$ cat config.mk
export PLATFORM = sky130hd
export DESIGN_NAME = dsdr_link
export DESIGN_NICKNAME = d
export VERILOG_FILES = /design/src/rtl/dsdr_pkg.sv /design/src/rtl/dsdr_enc.sv /design/src/rtl/dsdr_mon.sv /design/src/rtl/dsdr_toggle_cnt.sv /design/src/rtl/dsdr_link.sv
export SDC_FILE = /design/constraint.sdc
export NUM_CORES = 1
export LEC_CHECK = 0
export BUFFER_PORTS_ARGS = -buffer_cell sky130_fd_sc_hd__buf_2
export CAP_MARGIN = 20
export CORE_UTILIZATION = 60
export CTS_BUF_LIST = sky130_fd_sc_hd__clkbuf_8
export DETAILED_ROUTE_END_ITERATION = 12
export PLACE_DENSITY = 0.87
export SLEW_MARGIN = 15
export SYNTH_ARGS = -nofsm -noshare
export SYNTH_HDL_FRONTEND = slang
export SYNTH_SLANG_ARGS = --single-unit
$ cat constraint.sdc
create_clock -name clk -period 4.64 [get_ports clk]
set_clock_uncertainty 0.2 [all_clocks]
set_input_delay 0.464 -clock clk [delete_from_list [all_inputs] [get_ports clk]]
set_output_delay 0.464 -clock clk [all_outputs]
set_load 0.01 [all_outputs]
$ cat src/rtl/dsdr_pkg.sv
package dsdr_pkg;

    typedef struct packed {
        logic hi;   // rail 1
        logic lo;   // rail 0
    } rail_pair_t;

    localparam rail_pair_t SPACER_ZERO = '{hi: 1'b0, lo: 1'b0};
    localparam rail_pair_t SPACER_ONE  = '{hi: 1'b1, lo: 1'b1};

    typedef enum logic [1:0] {
        ENC_HOLD_ZERO,
        ENC_TOKEN_THEN_ONE,
        ENC_HOLD_ONE,
        ENC_TOKEN_THEN_ZERO
    } enc_state_t;

    typedef enum logic [1:0] {
        MON_SP_ZERO,
        MON_SP_ONE,
        MON_TK_AFTER_ZERO,
        MON_TK_AFTER_ONE
    } mon_state_t;

    typedef enum logic [1:0] {
        ERR_NONE      = 2'd0,
        ERR_TOK_TOK   = 2'd1,
        ERR_SP_SP     = 2'd2,
        ERR_SP_REPEAT = 2'd3
    } err_kind_t;

    function automatic rail_pair_t token_of(input logic b);
        rail_pair_t p;
        p.hi = b;
        p.lo = ~b;
        return p;
    endfunction

    function automatic logic is_spacer(input rail_pair_t p);
        return p.hi == p.lo;
    endfunction

endpackage

$ cat src/rtl/dsdr_enc.sv
module dsdr_enc
    import dsdr_pkg::*;
(
    input  logic       clk,
    input  logic       rst_n,
    input  logic       in_valid,
    input  logic       in_bit,
    output logic       in_ready,
    output rail_pair_t rails
);

    enc_state_t state_q, state_d;
    rail_pair_t rails_q, rails_d;

    // next-state logic
    always_comb begin
        state_d = state_q;
        unique case (state_q)
            ENC_HOLD_ZERO:       if (in_valid) state_d = ENC_TOKEN_THEN_ONE;
            ENC_TOKEN_THEN_ONE:  state_d = ENC_HOLD_ONE;
            ENC_HOLD_ONE:        if (in_valid) state_d = ENC_TOKEN_THEN_ZERO;
            ENC_TOKEN_THEN_ZERO: state_d = ENC_HOLD_ZERO;
            default:             state_d = ENC_HOLD_ZERO;
        endcase
    end

    // output code for the state being entered
    always_comb begin
        rails_d = rails_q;
        unique case (state_d)
            ENC_HOLD_ZERO:       rails_d = SPACER_ZERO;
            ENC_HOLD_ONE:        rails_d = SPACER_ONE;
            ENC_TOKEN_THEN_ONE,
            ENC_TOKEN_THEN_ZERO: if (state_d != state_q) rails_d = token_of(in_bit);
            default:             rails_d = SPACER_ZERO;
        endcase
    end

    // state register
    always_ff @(posedge clk) begin
        if (!rst_n) state_q <= ENC_HOLD_ZERO;
        else        state_q <= state_d;
    end

    // output register
    always_ff @(posedge clk) begin
        if (!rst_n) rails_q <= SPACER_ZERO;
        else        rails_q <= rails_d;
    end

    assign in_ready = (state_q == ENC_HOLD_ZERO) || (state_q == ENC_HOLD_ONE);
    assign rails    = rails_q;

endmodule

$ cat src/rtl/dsdr_mon.sv
module dsdr_mon
    import dsdr_pkg::*;
(
    input  logic       clk,
    input  logic       rst_n,
    input  rail_pair_t rx,
    output logic       out_valid,
    output logic       out_bit,
    output logic       err_flag,
    output err_kind_t  err_code
);

    mon_state_t state_q, state_d;
    rail_pair_t prev_q;
    logic       changed;
    logic       evt_valid;
    err_kind_t  evt_err;

    assign changed = (rx != prev_q);

    // symbol classification and next state, acting only on a change
    always_comb begin
        state_d   = state_q;
        evt_valid = 1'b0;
        evt_err   = ERR_NONE;
        if (changed) begin
            unique case (state_q)
                MON_SP_ZERO: begin
                    if (is_spacer(rx)) begin
                        evt_err = ERR_SP_SP;
                        state_d = MON_SP_ONE;
                    end else begin
                        evt_valid = 1'b1;
                        state_d   = MON_TK_AFTER_ZERO;
                    end
                end
                MON_SP_ONE: begin
                    if (is_spacer(rx)) begin
                        evt_err = ERR_SP_SP;
                        state_d = MON_SP_ZERO;
                    end else begin
                        evt_valid = 1'b1;
                        state_d   = MON_TK_AFTER_ONE;
                    end
                end
                MON_TK_AFTER_ZERO: begin
                    if (!is_spacer(rx)) begin
                        evt_err = ERR_TOK_TOK;
                    end else if (rx == SPACER_ONE) begin
                        state_d = MON_SP_ONE;
                    end else begin
                        evt_err = ERR_SP_REPEAT;
                        state_d = MON_SP_ZERO;
                    end
                end
                MON_TK_AFTER_ONE: begin
                    if (!is_spacer(rx)) begin
                        evt_err = ERR_TOK_TOK;
                    end else if (rx == SPACER_ZERO) begin
                        state_d = MON_SP_ZERO;
                    end else begin
                        evt_err = ERR_SP_REPEAT;
                        state_d = MON_SP_ONE;
                    end
                end
                default: state_d = MON_SP_ZERO;
            endcase
        end
    end

    // state register
    always_ff @(posedge clk) begin
        if (!rst_n) begin
            state_q <= MON_SP_ZERO;
            prev_q  <= SPACER_ZERO;
        end else begin
            state_q <= state_d;
            prev_q  <= rx;
        end
    end

    // output register
    always_ff @(posedge clk) begin
        if (!rst_n) begin
            out_valid <= 1'b0;
            out_bit   <= 1'b0;
            err_flag  <= 1'b0;
            err_code  <= ERR_NONE;
        end else begin
            out_valid <= evt_valid;
            if (evt_valid) out_bit <= rx.hi;
            err_flag  <= (evt_err != ERR_NONE);
            err_code  <= evt_err;
        end
    end

endmodule

$ cat src/rtl/dsdr_toggle_cnt.sv
module dsdr_toggle_cnt #(
    parameter int CNT_W = 16
) (
    input  logic             clk,
    input  logic             rst_n,
    input  logic             rail,
    output logic [CNT_W-1:0] cnt
);

    logic last_q;

    always_ff @(posedge clk) begin
        if (!rst_n) begin
            last_q <= 1'b0;
            cnt    <= '0;
        end else begin
            last_q <= rail;
            if (rail != last_q) cnt <= cnt + CNT_W'(1);
        end
    end

endmodule

$ cat src/rtl/dsdr_link.sv
module dsdr_link
    import dsdr_pkg::*;
#(
    parameter int CNT_W = 16
) (
    input  logic             clk,
    input  logic             rst_n,
    input  logic             in_valid,
    input  logic             in_bit,
    output logic             in_ready,
    output logic             tx_rail1,
    output logic             tx_rail0,
    input  logic             rx_rail1,
    input  logic             rx_rail0,
    output logic             out_valid,
    output logic             out_bit,
    output logic             err_flag,
    output logic [1:0]       err_code,
    output logic [CNT_W-1:0] tog_cnt1,
    output logic [CNT_W-1:0] tog_cnt0
);

    localparam int N_RAILS = 2;

    rail_pair_t              tx_pair;
    rail_pair_t              rx_pair;
    err_kind_t               err_kind;
    logic [N_RAILS-1:0]      rx_bus;
    logic [CNT_W-1:0]        cnt_bus [N_RAILS];

    dsdr_enc u_enc (
        .clk      (clk),
        .rst_n    (rst_n),
        .in_valid (in_valid),
        .in_bit   (in_bit),
        .in_ready (in_ready),
        .rails    (tx_pair)
    );

    assign tx_rail1 = tx_pair.hi;
    assign tx_rail0 = tx_pair.lo;
    assign rx_pair  = '{hi: rx_rail1, lo: rx_rail0};

    dsdr_mon u_mon (
        .clk       (clk),
        .rst_n     (rst_n),
        .rx        (rx_pair),
        .out_valid (out_valid),
        .out_bit   (out_bit),
        .err_flag  (err_flag),
        .err_code  (err_kind)
    );

    assign err_code = err_kind;
    assign rx_bus   = {rx_rail1, rx_rail0};

    for (genvar g = 0; g < N_RAILS; g++) begin : g_rail_cnt
        dsdr_toggle_cnt #(.CNT_W(CNT_W)) u_cnt (
            .clk   (clk),
            .rst_n (rst_n),
            .rail  (rx_bus[g]),
            .cnt   (cnt_bus[g])
        );
    end

    assign tog_cnt1 = cnt_bus[1];
    assign tog_cnt0 = cnt_bus[0];

endmodule

==> metrics.txt <==
status finished clean; chip width 61.1 um; max-cap violations 0; Hold Vio Cnt, Final 0; leakage 1.09 nW; HP Class input pin to register; CTS Buffer Depth 2; slowest stage delay, CP 340 ps; CP Capture Type output port; CP max FO 3; Placeable Area 0.00334 mm^2; period utilization 0.437; slowest CP cell dfxtp_1; placement row count 21; IO Pins 46; Setup Buffers After CTS 0; DIE HEIGHT 61.1 um; Worst-Margin Slew approximately 860 ps; number of fill cells 263; critical path class register to output port; Max VDD drop 254 uV; CP startpoint kind register; Slew Viols, Final 0; Cell Area, Synth between 0.002 and 0.0025 mm^2; Hold Buf Count CTS 0; # H-tree levels 2; Fin Hold WS 268 ps; Power Dens Cells 334 mW/mm^2; routability cong. between 0.8 and 0.9; minimum clock period between 2000 and 2500 ps; slew margin rel. 0.423; vias in the first global route 1,680; Clk Latency, worst-skew pair 300 ps; Final Non-Filler Cells 329; fmax 493 MHz; RSZ-0062 raised after global routing no; #FFs+latches synth 45; Netlist cell types 34; CTS root buf clkbuf_8; worst path bufs/invs 2; Global Route Usage Sum 0.254; Num CTS Buffers 5; top cell type's share of synthesized area 0.429; initial core utilization 0.629; worst path cell trace inv_1, ha_1, or2_2, buf_2; drt pass-1 iters 4; synthesized area per cell 8.93 um^2; Setup-failing EPs final 0; die area 0.00374 mm^2; starting DRC count in detailed routing 130; Port Buffer Count 45; pin count of the biggest net entering global routing 24; n_diodes 0; vias per cell 5.64; number of instances in the placed design 321; Area Overhead vs Synth 18.7%; FFs w/ async S/R, synth 0; crit-path leading delay family flip-flops; CTS clock-pin slew for the worst setup and hold paths 80 ps; synthesized net count 250; CTS Sinks 45; layout cells sized above 1 0.216; EDFF count, synth 0; Final nets 297; total gr overflow 0; WP data required between 3000 and 4000 ps; Syn Inst Count 235; fraction of the yosys area taken by sequential cells 0.429; top_reg_cell synth dfxtp_1; most frequent cells in the layout dfxtp_1, buf_2, nor2_1; top post-synthesis cells by area dfxtp_1, nor2_1, ha_1; post-CTS sizing 0; initial antenna violation count 0; Routed Antenna Nets 0; setup TNS 0 ps; synth warn 0; average wire per standard cell 13.2 um; DPL Wire Length 3070 um; CTS tree done; first-pass GRT wire length about 6900 um; drt drc 0; Yosys top cell by area dfxtp_1; Total Routed Length 4340 um; critical path arrival roughly 1400 ps; vias 1,855
## worst paths after layout
kind,startpoint,endpoint,slack [ps],depth (start not counted)
setup / recovery,u_enc.state_q[0]$_SDFF_PN0_,in_ready,2610,4
hold / removal,rst_n,g_rail_cnt[1].u_cnt.cnt[14]$_SDFFE_PN0P_,270,3
setup reg to reg,g_rail_cnt[0].u_cnt.last_q$_SDFF_PN0_,g_rail_cnt[0].u_cnt.cnt[10]$_SDFFE_PN0P_,2630,4
hold reg to reg,g_rail_cnt[1].u_cnt.cnt[15]$_SDFFE_PN0P_,g_rail_cnt[1].u_cnt.cnt[15]$_SDFFE_PN0P_,280,2
## layout make-up
class                   instances  area [um^2]  share of cell area
multi-input cells             177         1150               0.461
inverters                       7         26.3              0.0106
flip-flops and latches         45          901               0.362
clock inverters                 2         33.8              0.0136
well taps                      46         57.6              0.0231
clock buffers                   6         82.6              0.0332
repair buffers                 46          240              0.0965
## registers in the layout (all words and copies together) (netlist names)
signal                   flops
u_mon.err_code               2
u_mon.err_flag               1
g_rail_cnt.u_cnt.last_q      2
u_enc.state_q                2
u_mon.out_valid              1
u_mon.out_bit                1
u_enc.rails                  2
g_rail_cnt.u_cnt.cnt        32
u_mon.state_q                2
## power by group
part / total [mW] / switching (mW) / internal, mW
Combinational: 0.110 / 0.0636 / 0.0469
Sequential: 0.419 / 0.0146 / 0.404
Clock: 0.302 / 0.128 / 0.173
## worst register-to-register path: cells and delay by family (launching register included)
kind | cells | cell delay [ps]
AND/OR/NAND/NOR | 2 | 600
XOR/XNOR | 1 | 640
flip-flops | 1 | 360
AO/OA/AOI/OAI | 1 | 140
## routing by layer
metal | part of all wire | global-route usage
met3 | 0.055 | 0.0609
met4 | 0.024 | 0.162
met5 | 0 | 0
met2 | 0.50 | 0.433
met1 | 0.42 | 0.283
## cells by family after synthesis
group | after synthesis | share of synthesized area
AOI/OAI and AO/OA | 24 | 0.0650
xor gates and xnor gates | 24 | 0.104
adders and majority gates | 9 | 0.0537
buffers and inverters | 13 | 0.0233
DFF | 45 | 0.429
muxes | 9 | 0.0435
and+or+nand+nor | 111 | 0.281
## cell usage after synthesis, types with 4 or more instances
cell,n
a21oi_1,14
and3_1,6
clkbuf_1,6
dfxtp_1,45
ha_1,9
inv_1,7
mux2i_1,8
nand2_1,18
nand2b_1,5
nand3_1,14
nand4_1,9
nor2_1,33
nor3_1,4
nor4_1,7
o21ai_0,4
xnor2_1,11
xor2_1,12
## per-stage QoR
step	util	power [mW]	setup WS (ps)	instance area [um^2]
5_1_grt	0.746	0.870	2490	2490
3_5_place_dp	0.711	0.537	2380	2370
4_1_cts	0.746	0.837	2600	2490
2_1_floorplan	-	0.504	2880	2100
3_3_place_gp	0.707	0.532	2440	2360
6_report	0.746	0.831	2610	2490
Note: power is estimated with default switching activity, not from simulation.
